<file path="src/rtl/mfc_pkg.sv">
package mfc_pkg;
  localparam int ADDR_W     = 32;
  localparam int SIZE_W     = 3;
  localparam int MAX_LG     = 4;
  localparam int FETCH_LG   = 2;
  localparam int NUM_FAULTS = 6;
  localparam int NUM_RANGES = 5;

  localparam logic [SIZE_W-1:0] SIZE_DWORD = 3'd3;
  localparam logic [1:0]        KIND_WRITE = 2'd1;

  // fault vector bit positions
  localparam int F_MISALIGN  = 0;
  localparam int F_DATA_ERR  = 1;
  localparam int F_DATA_EXC  = 2;
  localparam int F_INSN_ERR  = 3;
  localparam int F_INSN_EXC  = 4;
  localparam int F_STORE_ERR = 5;

  // window indices
  localparam int RG_A_ERR    = 0;
  localparam int RG_B_ERR_LO = 1;
  localparam int RG_B_ERR_HI = 2;
  localparam int RG_B_EXC    = 3;
  localparam int RG_BOOT     = 4;

  function automatic logic [31:0] range_lo(int idx);
    case (idx)
      RG_A_ERR:    range_lo = 32'hFE80_0000;
      RG_B_ERR_LO: range_lo = 32'hFEFF_0600;
      RG_B_ERR_HI: range_lo = 32'hFE80_0000;
      RG_B_EXC:    range_lo = 32'hFE00_4000;
      default:     range_lo = 32'hFE00_0000;
    endcase
  endfunction

  function automatic logic [31:0] range_hi(int idx);
    case (idx)
      RG_A_ERR:    range_hi = 32'hFEFF_FFFF;
      RG_B_ERR_LO: range_hi = 32'hFEFF_7FFF;
      RG_B_ERR_HI: range_hi = 32'hFEFE_FFFF;
      RG_B_EXC:    range_hi = 32'hFE7F_FFFF;
      default:     range_hi = 32'hFE00_3FFF;
    endcase
  endfunction
endpackage

</file>
<file path="src/rtl/mfc_classify.sv">
module mfc_classify
  import mfc_pkg::*;
(
  input  logic                  misaligned_i,
  input  logic [NUM_RANGES-1:0] hit_i,
  input  logic                  variant_i,
  input  logic [1:0]            kind_i,
  input  logic                  is_dword_i,
  input  logic                  suppress_i,
  input  logic                  region_en_i,
  output logic [NUM_FAULTS-1:0] fault_o
);
  logic fetch, write, b_err, b_common, a_mis_err;

  assign fetch     = kind_i[1];
  assign write     = (kind_i == KIND_WRITE);
  assign b_err     = hit_i[RG_B_ERR_LO] | hit_i[RG_B_ERR_HI];
  assign b_common  = hit_i[RG_B_EXC] | hit_i[RG_BOOT];
  assign a_mis_err = misaligned_i & ~suppress_i;

  // first firing check wins; order follows the access path
  always_comb begin
    fault_o = '0;
    if (fetch) begin
      if (!variant_i) begin
        if (misaligned_i)            fault_o[F_INSN_ERR] = 1'b1;
        else if (hit_i[RG_A_ERR])    fault_o[F_INSN_ERR] = 1'b1;
      end else begin
        if (misaligned_i)            fault_o[F_MISALIGN] = 1'b1;
        else if (b_err)              fault_o[F_INSN_ERR] = 1'b1;
        else if (hit_i[RG_B_EXC])    fault_o[F_INSN_EXC] = 1'b1;
        else if (hit_i[RG_BOOT] && !region_en_i)
                                     fault_o[F_INSN_EXC] = 1'b1;
      end
    end else if (write) begin
      if (!variant_i) begin
        if (a_mis_err)               fault_o[F_DATA_ERR]  = 1'b1;
        else if (is_dword_i && hit_i[RG_A_ERR])
                                     fault_o[F_STORE_ERR] = 1'b1;
      end else begin
        if (misaligned_i)            fault_o[F_MISALIGN]  = 1'b1;
        else if (b_err)              fault_o[F_STORE_ERR] = 1'b1;
        else if (b_common)           fault_o[F_DATA_EXC]  = 1'b1;
      end
    end else begin
      if (!variant_i) begin
        if (is_dword_i && hit_i[RG_A_ERR])
                                     fault_o[F_DATA_ERR] = 1'b1;
        else if (a_mis_err)          fault_o[F_DATA_ERR] = 1'b1;
      end else begin
        if (misaligned_i)            fault_o[F_MISALIGN] = 1'b1;
        else if (b_err)              fault_o[F_DATA_ERR] = 1'b1;
        else if (b_common)           fault_o[F_DATA_EXC] = 1'b1;
      end
    end
  end
endmodule

</file>
<file path="config.mk">
export PLATFORM = sky130hd
export DESIGN_NAME = mfc_classify
export DESIGN_NICKNAME = d
export VERILOG_FILES = /design/src/rtl/mfc_pkg.sv /design/src/rtl/mfc_classify.sv
export SDC_FILE = /design/constraint.sdc
export NUM_CORES = 1
export LEC_CHECK = 0
export BUFFER_PORTS_ARGS = -buffer_cell sky130_fd_sc_hd__buf_2
export CORE_AREA = 2 2 39 41
export DETAILED_ROUTE_END_ITERATION = 7
export DIE_AREA = 0 0 41 43
export PLACE_DENSITY_LB_ADDON = 0.12
export SLEW_MARGIN = 20
export SYNTH_ARGS = -nofsm -noshare
export SYNTH_HDL_FRONTEND = slang
export SYNTH_SLANG_ARGS = --single-unit
</file>
<file path="constraint.sdc">
create_clock -name vclk -period 0.8
set_input_delay 0.12 -clock vclk [all_inputs]
set_output_delay 0.12 -clock vclk [all_outputs]
set_load 0.01 [all_outputs]
</file>
==> flow_summary.json <==
{
  "power_density_nw_per_um2": 433,
  "num_io_pins": 18,
  "synth_warnings": 0,
  "synth_area_leaders": "nor2_1 (12%), o211ai_1 (12%), a211oi_2 (9.7%)",
  "place_inst": 55,
  "antenna_cells": 0,
  "layout.cells.non_filler": 57,
  "path_cells": "buf_8 > buf_4 > nor3b_1 > a31oi_1 > a21oi_1 > buf_2",
  "syn-cell-area_um2": 129,
  "worstPathRequired_ns": 0.68,
  "synth_common_cells": "nor2_1 (4), inv_1 (2), o211ai_1 (2)",
  "synth_most_common_cell": "nor2_1",
  "finalWorstSetupSlack_ns": -0.171,
  "grt_usage_pct": 5.79,
  "start_util_pct": 9.31,
  "overflow": 0,
  "grt_antenna_before_repair": 0,
  "synth_cells": 20,
  "final_hold_viol_count": 0,
  "holdCritPathClass": "input pin to primary output",
  "synth_seq_area_share_pct": 0,
  "setup_tns_ns": -0.690,
  "vias": 217,
  "slew_headroom_pct": 85.6,
  "core-area_um2": 1380,
  "dpl_worst_slack_ns": -0.193,
  "wl_um": 531,
  "drive_gt1_share_pct": 61.0,
  "finalSetupViolations": 6,
  "status": "finished, violations left",
  "fin_crit_sh_pct": 121,
  "nClkBuffers": 0,
  "hpwl_um": 439,
  "failed_checks": "setup timing",
  "timing.hold.ws_ns": 0.543,
  "maxCapViolCount": 0,
  "cpPeakStageDelay_ns": 0.15,
  "nets": 55,
  "worstMarginPinSlew_ns": 0.215,
  "area_delta_synth_final_pct": 119,
  "synth_nets": 32,
  "crit_fanout": 3,
  "firstDrtPassIters": 4,
  "worstSetupPathType": "input pin to primary output",
  "regArea_um2": 0,
  "grt_pass1_vias": 197,
  "ys_types": 15,
  "synth_top_cell_area_share_pct": 11.7,
  "synth_top_cell_by_area": "nor2_1",
  "fin_area_um2": 283,
  "gp_congestion": 0.646,
  "die_h_um": 43,
  "cts_hold_buffers": 0,
  "crit_path_top_delay_cell": "a31oi_1",
  "drtIter0Drc": 2,
  "syn_area_per_cell_um2": 6.44,
  "post-route-drc-count": 0,
  "ir_worst_vdd_v": 0.000111,
  "die_area_um2": 1760,
  "grt_max_degree": 7,
  "floorplan.die.width_um": 41,
  "seq_cells": 0,
  "slew_violations": 0,
  "rsz0062_at_grt": "yes",
  "grt_first_pass_wirelength_um": 759,
  "wl_per_cell_um": 9.32,
  "antenna_left": 0,
  "fmax_mhz": 1030,
  "rows": 14,
  "placed_cell_area_um2": 246,
  "port-buffer-count": 18,
  "p_leak_uw": 0.000145,
  "cp.arrival_ns": 0.85,
  "finalCriticalPeriod_ns": 0.971,
  "setup.worst_path.start_class": "input pin",
  "vias_per_cell": 3.81,
  "crit_path_end_kind": "primary output",
  "n_fill_cell": 158
}
## per-layer routing
layer,global-route usage (%),wire (um)
met3,3.14,110
met5,0,0
met2,7.81,180
met4,0,0
met1,8.54,240
## final cells by class
class / count / area, um2 / share of cell area [%]
inverter: 2 / 7.51 / 2.65
multi-input combinational: 18 / 123 / 43.4
tap: 16 / 20.0 / 7.08
timing repair buffer: 21 / 133 / 46.9
## stage by stage
stage | power [uW] | utilization [%]
detailed placement | 103 | 17.8
finish | 122 | 20.4
CTS | 124 | 20.4
floorplan | 40.5 | -
global placement | 105 | 17.8
global route | 135 | 20.4
## kinds of logic (layout without fill, tap and decap cells)
kind of cell | count (synthesis) | count (layout) | share of synthesized area, %
AOI/OAI and AO/OA | 9 | 9 | 52.4
and+or+nand+nor | 9 | 9 | 41.8
buffers and inverters | 2 | 23 | 5.83
## power breakdown
| group | switching (uW) | internal [uW] |
|---|---|---|
| Combinational | 53.6 | 68.8 |
| Sequential | 0 | 0 |
| Clock | 0 | 0 |
| Total | 53.6 | 68.8 |
## repair_timing
item	4_1_cts	5_1_grt
resized for setup	6	0
setup endpoints to repair	5	6
setup buffers	2	0
cloned	0	0
pin swaps	3	3
## layout by cell type, fill, tap and decap left out, drive strengths merged
| cell | count |
|---|---|
| and2b | 1 |
| a211oi | 1 |
| o21ai | 2 |
| a21boi | 1 |
| nor2 | 4 |
| nor3b | 1 |
| a21oi | 1 |
| o211ai | 2 |
| and2 | 1 |
| buf | 21 |
| nand2b | 1 |
| o21bai | 1 |
| a31oi | 1 |
| inv | 2 |
| nand4b | 1 |
## worst max-delay path: cells and delay by family
family / cells / cell delay (ns)
buf+inv: 3 / 0.37
simple gates: 1 / 0.12
compound gates: 2 / 0.24
## path summary, 6_finish.rpt
kind	startpoint	endpoint	slack, ns	cells past startpoint
max	misaligned_i	fault_o[1]	-0.17	6
min	kind_i[1]	fault_o[5]	0.54	3
Power figures use the tool's default switching activity.
